`src/rtl/upw_pkg.sv`:
```
// Shared types for the ultimately periodic fire sequencer.
package upw_pkg;
    // Which part of the schedule word the pointer is in.
    typedef enum logic {
        PH_LEAD = 1'b0,
        PH_LOOP = 1'b1
    } upw_phase_e;
endpackage

```
`src/rtl/upw_cfg_bank.sv`:
```
// Holds the schedule word: lead-in bits and length, and loop bits and length.
// Assumes the writer presents a complete word in one cycle. A write is taken
// only while run is low and only when both lengths are legal.
module upw_cfg_bank #(
    parameter int MAX_LEN = 32,
    parameter int LEN_W   = $clog2(MAX_LEN + 1)
) (
    input  logic               clk,
    input  logic               rst_n,
    input  logic               run,
    input  logic               cfg_we,
    input  logic [MAX_LEN-1:0] cfg_lead_bits,
    input  logic [LEN_W-1:0]   cfg_lead_len,
    input  logic [MAX_LEN-1:0] cfg_loop_bits,
    input  logic [LEN_W-1:0]   cfg_loop_len,
    output logic [MAX_LEN-1:0] lead_bits,
    output logic [LEN_W-1:0]   lead_len,
    output logic [MAX_LEN-1:0] loop_bits,
    output logic [LEN_W-1:0]   loop_len,
    output logic               take
);
    logic legal;

    // Length legality of the word on the write port.
    always_comb begin
        legal = (cfg_loop_len != '0) &&
                (cfg_loop_len <= LEN_W'(MAX_LEN)) &&
                (cfg_lead_len <= LEN_W'(MAX_LEN));
    end

    // A write is accepted only while the schedule is stopped.
    assign take = cfg_we && !run && legal;

    // Schedule storage with its reset word: no lead-in, loop "1".
    always_ff @(posedge clk) begin
        if (!rst_n) begin
            lead_bits <= '0;
            lead_len  <= '0;
            loop_bits <= MAX_LEN'(1);
            loop_len  <= LEN_W'(1);
        end else if (take) begin
            lead_bits <= cfg_lead_bits;
            lead_len  <= cfg_lead_len;
            loop_bits <= cfg_loop_bits;
            loop_len  <= cfg_loop_len;
        end
    end

    AST_CFG_LOCKED_IN_RUN: assert property (@(posedge clk) disable iff (!rst_n)
        run |=> ($stable(loop_len) && $stable(lead_len) && $stable(loop_bits) && $stable(lead_bits)));
    AST_LOOP_LEN_LEGAL: assert property (@(posedge clk) disable iff (!rst_n)
        (loop_len != '0) && (loop_len <= LEN_W'(MAX_LEN)) && (lead_len <= LEN_W'(MAX_LEN)));
endmodule

```
`src/rtl/upw_walker.sv`:
```
// Position pointer inside the schedule word. It walks the lead-in once and
// then circles the loop. Assumes MAX_LEN >= 2 and legal stored lengths.
// On restart it loads the start position of the word being written.
module upw_walker
    import upw_pkg::*;
#(
    parameter int MAX_LEN = 32,
    parameter int LEN_W   = $clog2(MAX_LEN + 1),
    parameter int IDX_W   = $clog2(MAX_LEN)
) (
    input  logic             clk,
    input  logic             rst_n,
    input  logic             advance,
    input  logic             restart,
    input  logic [LEN_W-1:0] new_lead_len,
    input  logic [LEN_W-1:0] lead_len,
    input  logic [LEN_W-1:0] loop_len,
    output upw_phase_e       phase,
    output logic [IDX_W-1:0] idx,
    output logic             wrap
);
    logic at_lead_end;
    logic at_loop_end;

    // Detect the last symbol of the current part.
    always_comb begin
        at_lead_end = (LEN_W'(idx) == lead_len - LEN_W'(1));
        at_loop_end = (LEN_W'(idx) == loop_len - LEN_W'(1));
    end

    assign wrap = advance && (phase == PH_LOOP) && at_loop_end;

    // Step the pointer one symbol per running cycle; a restart reloads the start.
    always_ff @(posedge clk) begin
        if (!rst_n) begin
            phase <= PH_LOOP;
            idx   <= '0;
        end else if (restart) begin
            phase <= (new_lead_len != '0) ? PH_LEAD : PH_LOOP;
            idx   <= '0;
        end else if (advance) begin
            if (phase == PH_LEAD) begin
                if (at_lead_end) begin
                    phase <= PH_LOOP;
                    idx   <= '0;
                end else begin
                    idx <= idx + IDX_W'(1);
                end
            end else begin
                idx <= at_loop_end ? '0 : idx + IDX_W'(1);
            end
        end
    end

    AST_HOLD_WHEN_STOPPED: assert property (@(posedge clk) disable iff (!rst_n)
        (!advance && !restart) |=> ($stable(idx) && $stable(phase)));
    AST_LOOP_IDX_RANGE: assert property (@(posedge clk) disable iff (!rst_n)
        (phase == PH_LOOP) |-> (LEN_W'(idx) < loop_len));
    AST_LEAD_IDX_RANGE: assert property (@(posedge clk) disable iff (!rst_n)
        (phase == PH_LEAD) |-> (LEN_W'(idx) < lead_len));
endmodule

```
`src/rtl/upw_act_count.sv`:
```
// Counts the fires of loop symbols during one pass. At each wrap it
// publishes the total and pulses done. Assumes wrap and restart never
// occur in the same cycle, because restart needs run low.
module upw_act_count #(
    parameter int MAX_LEN = 32,
    parameter int LEN_W   = $clog2(MAX_LEN + 1)
) (
    input  logic             clk,
    input  logic             rst_n,
    input  logic             restart,
    input  logic             advance,
    input  logic             wrap,
    input  logic             loop_hit,
    input  logic [LEN_W-1:0] loop_len,
    output logic [LEN_W-1:0] loop_fires,
    output logic             loop_done
);
    logic [LEN_W-1:0] tally;

    // Accumulate the pass total and publish it when the pass closes.
    always_ff @(posedge clk) begin
        if (!rst_n || restart) begin
            tally      <= '0;
            loop_fires <= '0;
            loop_done  <= 1'b0;
        end else begin
            loop_done <= 1'b0;
            if (wrap) begin
                loop_fires <= tally + LEN_W'(loop_hit);
                tally      <= '0;
                loop_done  <= 1'b1;
            end else if (advance) begin
                tally <= tally + LEN_W'(loop_hit);
            end
        end
    end

    AST_FIRES_WITHIN_LOOP: assert property (@(posedge clk) disable iff (!rst_n)
        loop_fires <= loop_len);
    AST_DONE_ONE_CYCLE: assert property (@(posedge clk) disable iff (!rst_n)
        loop_done && (loop_len != LEN_W'(1)) |=> !loop_done);
endmodule

```
`src/rtl/upw_fire_seq.sv`:
```
// Top of the ultimately periodic fire sequencer. It plays a lead-in word
// once and then a loop word forever, one symbol per running cycle, and
// drives the node's execute enable. Assumes MAX_LEN >= 2.
module upw_fire_seq
    import upw_pkg::*;
#(
    parameter int  MAX_LEN = 32,
    localparam int LEN_W   = $clog2(MAX_LEN + 1),
    localparam int IDX_W   = $clog2(MAX_LEN)
) (
    input  logic               clk,
    input  logic               rst_n,
    input  logic               cfg_we,
    input  logic [MAX_LEN-1:0] cfg_lead_bits,
    input  logic [LEN_W-1:0]   cfg_lead_len,
    input  logic [MAX_LEN-1:0] cfg_loop_bits,
    input  logic [LEN_W-1:0]   cfg_loop_len,
    input  logic               run,
    output logic               fire,
    output logic               loop_done,
    output logic [LEN_W-1:0]   loop_fires
);
    logic [MAX_LEN-1:0] lead_bits;
    logic [LEN_W-1:0]   lead_len;
    logic [MAX_LEN-1:0] loop_bits;
    logic [LEN_W-1:0]   loop_len;
    logic               take;
    upw_phase_e         phase;
    logic [IDX_W-1:0]   idx;
    logic               wrap;
    logic               sym;

    upw_cfg_bank #(.MAX_LEN(MAX_LEN), .LEN_W(LEN_W)) i_cfg (
        .clk(clk), .rst_n(rst_n), .run(run), .cfg_we(cfg_we),
        .cfg_lead_bits(cfg_lead_bits), .cfg_lead_len(cfg_lead_len),
        .cfg_loop_bits(cfg_loop_bits), .cfg_loop_len(cfg_loop_len),
        .lead_bits(lead_bits), .lead_len(lead_len),
        .loop_bits(loop_bits), .loop_len(loop_len), .take(take)
    );

    upw_walker #(.MAX_LEN(MAX_LEN), .LEN_W(LEN_W), .IDX_W(IDX_W)) i_walk (
        .clk(clk), .rst_n(rst_n), .advance(run), .restart(take),
        .new_lead_len(cfg_lead_len), .lead_len(lead_len), .loop_len(loop_len),
        .phase(phase), .idx(idx), .wrap(wrap)
    );

    // Select the symbol under the pointer.
    always_comb begin
        sym = (phase == PH_LEAD) ? lead_bits[idx] : loop_bits[idx];
    end

    assign fire = run && sym;

    upw_act_count #(.MAX_LEN(MAX_LEN), .LEN_W(LEN_W)) i_cnt (
        .clk(clk), .rst_n(rst_n), .restart(take), .advance(run), .wrap(wrap),
        .loop_hit(fire && (phase == PH_LOOP)), .loop_len(loop_len),
        .loop_fires(loop_fires), .loop_done(loop_done)
    );

    AST_DONE_AT_LOOP_START: assert property (@(posedge clk) disable iff (!rst_n)
        loop_done |-> (phase == PH_LOOP && idx == '0));
    AST_EMPTY_LEAD_IN_LOOP: assert property (@(posedge clk) disable iff (!rst_n)
        (lead_len == '0) |-> (phase == PH_LOOP));
    AST_RESTART_AT_START: assert property (@(posedge clk) disable iff (!rst_n)
        take |=> (idx == '0));
endmodule

```
`config.mk`:
```
export PLATFORM = sky130hd
export DESIGN_NAME = upw_fire_seq
export DESIGN_NICKNAME = d
export VERILOG_FILES = /design/src/rtl/upw_pkg.sv /design/src/rtl/upw_cfg_bank.sv /design/src/rtl/upw_walker.sv /design/src/rtl/upw_act_count.sv /design/src/rtl/upw_fire_seq.sv
export SDC_FILE = /design/constraint.sdc
export NUM_CORES = 1
export LEC_CHECK = 0
export BUFFER_PORTS_ARGS = -buffer_cell sky130_fd_sc_hd__buf_2
export CORE_UTILIZATION = 37
export CTS_CLUSTER_DIAMETER = 60
export DETAILED_ROUTE_END_ITERATION = 16
export PLACE_DENSITY = 0.69
export SETUP_SLACK_MARGIN = 0.02
export SLEW_MARGIN = 20
export SYNTH_ARGS = -nofsm -noshare
export SYNTH_HDL_FRONTEND = slang
export SYNTH_HIERARCHICAL = 1
export SYNTH_SLANG_ARGS = --single-unit
```
`constraint.sdc`:
```
create_clock -name clk -period 2.4 [get_ports clk]
set_clock_uncertainty 0.15 [all_clocks]
set_input_delay 0.24 -clock clk [delete_from_list [all_inputs] [get_ports clk]]
set_output_delay 0.24 -clock clk [all_outputs]
set_load 0.1 [all_outputs]
```
==> results of run 1 <==
==> worst max-delay path: stages (launching register included) <==
cell and delay, ps:
dfxtp_4 410, mux4_2 510, mux2i_1 160, nand3b_1 100
nand2_1 160, buf_4 140, o22ai_2 110, buf_12 190
==> cell type report <==
cell class	count	area [sq um]	share of cell area, %
multi-input cells	394	3020	46.6
flip-flops and latches	95	1910	29.5
repair buffers	145	1020	15.7
clock buffers	9	225	3.48
well taps	176	220	3.40
clock inverters	7	46.3	0.715
inverters	10	37.5	0.579
==> stage by stage <==
| stage | instance area, sq um | util [%] | total power, uW |
|---|---|---|---|
| 6_report | 6480 | 48.1 | 3550 |
| 4_1_cts | 6440 | 47.8 | 3570 |
| 3_5_place_dp | 5840 | 43.4 | 2200 |
| 3_3_place_gp | 5840 | 43.4 | 2180 |
| 5_1_grt | 6480 | 48.1 | 3700 |
| 2_1_floorplan | 5230 | - | 2020 |
==> registers in the layout, indices dropped and copies added (netlist names) <==
signal,count
i_walk/phase,1
i_cnt/loop_done,1
i_cfg/loop_len,6
i_cfg/loop_bits,32
i_walk/idx,5
i_cnt/loop_fires,6
i_cnt/tally,6
i_cfg/lead_len,6
i_cfg/lead_bits,32
==> synth_stat cells, types with 3 or more instances <==
cell      instances
dfxtp_1          95
a21oi_1          77
nand4_1          72
o31ai_1          59
clkbuf_1         39
nand3_1          22
nand2_1          19
nor2_1           13
xor2_1           13
mux2i_1          11
buf_6            10
mux4_2           10
o21ai_0          10
o31ai_2          10
inv_1             9
buf_2             8
mux4_1            6
xnor2_1           6
a31oi_1           5
ha_1              5
nand3b_1          5
nor3_1            5
nor4_1            5
a41oi_1           4
buf_4             3
nor3b_1           3
==> cells by family after synthesis <==
group                    count (synthesis)
buffers and inverters                   72
multiplexers                            27
AO/OA/AOI/OAI                          183
flip-flops                              95
XOR/XNOR                                19
adder cells (fa/ha/maj)                  5
AND/OR/NAND/NOR                        160
==> layer usage <==
layer  routed length [um]  vias to the layer above  track usage (%)
met5                    0                        -                0
met4                  230                        0             5.40
met3                  804                       21             5.00
met2                 7060                      143             34.2
met1                 6130                     2353             25.0
li1                     -                     2390                -
==> worst paths after layout <==
kind,endpoint,from,cells past startpoint
worst max-delay path,fire,i_walk/idx[1]$_SDFFE_PP0P_,7
worst min-delay path,i_cfg/lead_bits[4]$_SDFFE_PN0P_,cfg_lead_bits[4],3
worst max register to register,i_cnt/loop_fires[4]$_SDFFE_PP0P_,i_walk/idx[1]$_SDFFE_PP0P_,11
worst min register to register,i_cnt/loop_fires[3]$_SDFFE_PP0P_,i_cnt/loop_fires[3]$_SDFFE_PP0P_,2
==> what timing repair did <==
action                                 4_1_cts  5_1_grt
setup endpoints to repair                    7       12
hold buffers                                24        0
buffers inserted                             4        2
pin swaps                                    9       10
endpoints found under the hold margin       24        0
gates resized for setup                     19        8
==> placed cells by master (no fill, tap or decap), drive strengths merged, types with 16 or more instances in the layout <==
master and n:
buf 121, dfxtp 95, a21oi 77, nand4 73
o31ai 69, dlygate4sd3 24, nand3 23, nand2 19
mux4 16
==> power by group through the flow <==
| stage | clock network, uW | registers [uW] | logic, uW |
|---|---|---|---|
| finish | 1330 | 1650 | 572 |
| floorplan | 0 | 1710 | 312 |
| detailed placement | 0 | 1690 | 511 |
| global route | 1420 | 1660 | 617 |
| global placement | 0 | 1680 | 498 |
| CTS | 1350 | 1650 | 566 |
==> impl_metrics.tcl, run 1 <==
set metrics [dict create \
    power.internal_uw 2560 \
    synthTopCellsByArea "dfxtp_1 (37%), nand4_1 (8.7%), o31ai_1 (8.5%), a21oi_1 (7.4%), mux4_2 (4.3%)" \
    dp_hpwl_um 9520 \
    peakVddDrop_mv 0.333 \
    switching_share_pct 27.8 \
    placed_cells 790 \
    cts_root_buf "clkbuf_16" \
    clk_latency_ps 350 \
    via_per_inst 5.87 \
    die-area_sq_um 14500 \
    grt_start_max_net_pins 72 \
    synth-adder-area-share_pct 1.21 \
    fmax_ghz 0.395 \
    drv_slew 0 \
    cp_max_fo 6 \
    area_growth_pct 24.8 \
    nets 740 \
    syn_area_sq_um 5190 \
    p_comb_share_pct 16.1 \
    grt_pass1_wl_um 23200 \
    clkTransAtPathRegs_ps 70 \
    start_util_pct 38.6 \
    fillers 1312 \
    synthFlopType "dfxtp_1" \
    setup_viol 4 \
    power_density_nw_per_um2 548 \
    drive_gt1_share_pct 29.1 \
    drc 0 \
    synth_simple_gate_area_share_pct 18.2 \
    yosysSeqAreaShare_pct 36.6 \
    antenna_found_initial 0 \
    finalSetupTns_ps -245 \
    syn_nets 646 \
    hold_violations 0 \
    clock-sinks 95 \
    p_switching_uw 989 \
    power_leakage_uw 0.00228 \
    antenna_left 0 \
    dr_total_vias 4907 \
    antennaDiodeCount 0 \
    finalWorstSetupSlack_ps -129 \
    post-place-ws_ps -8.98 \
    p_seq_share_pct 46.5 \
    synth_compound_area_share_pct 23.8 \
    die_h_um 120 \
    max_slew_margin_pct 49.6 \
    rsz0062_at_grt "true" \
    synth_area_per_cell_sq_um 9.25 \
    worst-setup-path-type "flop to output pin" \
    synth_cell_types 58 \
    overflow 0 \
    cp-start-kind "flop" \
    period_needed_ps 2530 \
    violations "setup timing" \
    crit_required_ps 2010 \
    yosysWarnings 6 \
    synthCells 561 \
    fp.coreArea_sq_um 13500 \
    place.port_buffers 87 \
    final_cells 836 \
    yosysTopAreaCellShare_pct 36.6 \
    drt_pass1_iterations 5 \
    synth_top_area_cell "dfxtp_1" \
    reg2reg_slack_ps -60 \
    num_rows 42 \
    drtIter0Drc 327 \
    grt_usage_pct 20.1 \
    numCtsBuffers 9 \
    synth_top_family_by_area "compound AO/OA/AOI/OAI gates" \
    hold_class "input pin to flop" \
    pwr-share-clk_pct 37.4 \
    status "finished, violations left" \
    timing.max_cap.violations 0 \
    ys_ff_latch 95 \
    gp_congestion 0.878 \
    tightest_slew_ps 756 \
    io_pins 88 \
    h-tree-depth 3 \
    async_flop_share_pct 0 \
    synth_xor_area_share_pct 3.21 \
    die_w_um 120 \
    synthMuxAreaShare_pct 9.50 \
    clk_path_buf_depth 2 \
    crit_arrival_ps 2140 \
    whs_ps 2.52 \
    routed_wl_um 14200 \
    cts_tree "done" \
    synth_edf_count 0 \
    first_global_vias 4785 \
    wl_per_cell_um 17.0 \
    post-route-period-util_pct 105 \
    endpoint_kind "output pin" \
]
Power figures use the tool's default switching activity.
==> run 2: changes to the inputs <==
--- a/config.mk
+++ b/config.mk
@@ -11,6 +11,7 @@
 export DETAILED_ROUTE_END_ITERATION = 16
 export PLACE_DENSITY = 0.69
 export SETUP_SLACK_MARGIN = 0.02
+export SKIP_CTS_REPAIR_TIMING = 1
 export SLEW_MARGIN = 20
 export SYNTH_ARGS = -nofsm -noshare
 export SYNTH_HDL_FRONTEND = slang
==> impl_metrics.tcl, run 2 (same netlist as run 1, synthesis figures left out) <==
set metrics [dict create \
    num_rows 42 \
    cp-start-kind "flop" \
    wl_per_cell_um 17.3 \
    drive_gt1_share_pct 29.9 \
    fmax_ghz 0.391 \
    fp.coreArea_sq_um 13500 \
    overflow 0 \
    clock-sinks 95 \
    grt_pass1_wl_um 22600 \
    period_needed_ps 2560 \
    drt_pass1_iterations 5 \
    cp_slowest_stage_delay_ps 480 \
    crit_required_ps 2010 \
    start_util_pct 38.6 \
    gp_congestion 0.878 \
    io_pins 88 \
    timing.max_cap.violations 0 \
    clk_latency_ps 350 \
    power_density_nw_per_um2 557 \
    cp_top_family "multiplexers" \
    finalSetupTns_ps -188 \
    cts_tree "done" \
    first_global_vias 4656 \
    routed_wl_um 14200 \
    nets 728 \
    antennaDiodeCount 0 \
    final_common_cell "dfxtp_1" \
    drc 0 \
    power_leakage_uw 0.00224 \
    cp_max_fo 6 \
    via_per_inst 5.89 \
    fin_util_pct 47.1 \
    final_cell_mix "dfxtp_1 (92), buf_2 (86), a21oi_1 (75), nand4_1 (72), o31ai_1 (59)" \
    critPathBufInv 3 \
    rsz0062_at_grt "true" \
    whs_ps -7.12 \
    dr_total_vias 4854 \
    hold_class "input pin to flop" \
    clkTransAtPathRegs_ps 70 \
    worst-setup-path-type "flop to output pin" \
    h-tree-depth 3 \
    hold_violations 7 \
    drv_slew 0 \
    grt_start_max_net_pins 72 \
    dpl-instance-area_sq_um 5840 \
    antenna_left 0 \
    place.port_buffers 87 \
    setup_viol 3 \
    top_regs "i_cfg/lead_bits: 32 flops, i_cfg/loop_bits: 32 flops" \
    drtIter0Drc 360 \
    violations "hold timing, setup timing" \
    finalWorstSetupSlack_ps -160 \
    status "finished, violations left" \
    die-area_sq_um 14500 \
    crit_path_cell_trace "buf_8, buf_12, mux4_2, mux2i_1, nand3b_1, nand3b_1, o22ai_2, buf_12" \
    dp_hpwl_um 9520 \
    post-route-period-util_pct 107 \
    cts_root_buf "clkbuf_16" \
    cpMaxStageDelayCell "mux4_2" \
    antenna_found_initial 0 \
    grt_usage_pct 19.6 \
    die_h_um 120 \
    crit_arrival_ps 2170 \
    area_growth_pct 22.1 \
    tightest_slew_ps 760 \
    postLayoutCellArea_sq_um 6340 \
    max_slew_margin_pct 49.3 \
    peakVddDrop_mv 0.336 \
    clk_path_buf_depth 2 \
    die_w_um 120 \
    numCtsBuffers 9 \
    endpoint_kind "output pin" \
]
## run 2: worst paths after layout
path                                          from  cells past startpoint                               end  slack, ps
setup reg to reg        i_walk/idx[1]$_SDFFE_PP0P_                     11  i_cnt/loop_fires[4]$_SDFFE_PP0P_        -30
hold / removal                   cfg_lead_bits[28]                      3  i_cfg/lead_bits[28]$_SDFFE_PN0P_         -7
setup / recovery        i_walk/idx[1]$_SDFFE_PP0P_                      8                              fire       -160
hold reg to reg   i_cnt/loop_fires[3]$_SDFFE_PP0P_                      2  i_cnt/loop_fires[3]$_SDFFE_PP0P_        300
## run 2: worst min-delay path, cell delays in order
cell and delay, ps:
buf_2 100, nand4_1 60, a21oi_1 50
## run 2: area by class of cell
| class | instances | area, sq um |
|---|---|---|
| Clock buffer | 9 | 225 |
| Clock inverter | 7 | 46.3 |
| Fill cell | 1322 | 7120 |
| Inverter | 10 | 37.5 |
| Multi-Input combinational cell | 394 | 2990 |
| Sequential cell | 95 | 1910 |
| Tap cell | 176 | 220 |
| Timing Repair Buffer | 133 | 911 |
## run 2: power breakdown
part | internal, uW | total [uW] | switching [uW]
combinational | 219 | 545 | 325
sequential | 1620 | 1650 | 34.4
clock | 704 | 1340 | 631
## run 2: stage by stage
| stage | worst slack [ps] | power [uW] | instances |
|---|---|---|---|
| global route | -238 | 3670 | 824 |
| global placement | 11.4 | 2180 | 790 |
| finish | -160 | 3530 | 824 |
| CTS | -380 | 3520 | 806 |
| detailed placement | -8.98 | 2200 | 790 |
| floorplan | 14.0 | 2020 | 561 |
## run 2: layer usage
layer	vias up	GRT usage [%]	part of all wire [%]
met3	23	4.29	5.0
met2	126	33.0	49
met5	-	0	0
li1	2356	-	-
met1	2349	24.9	44
met4	0	6.17	1.7
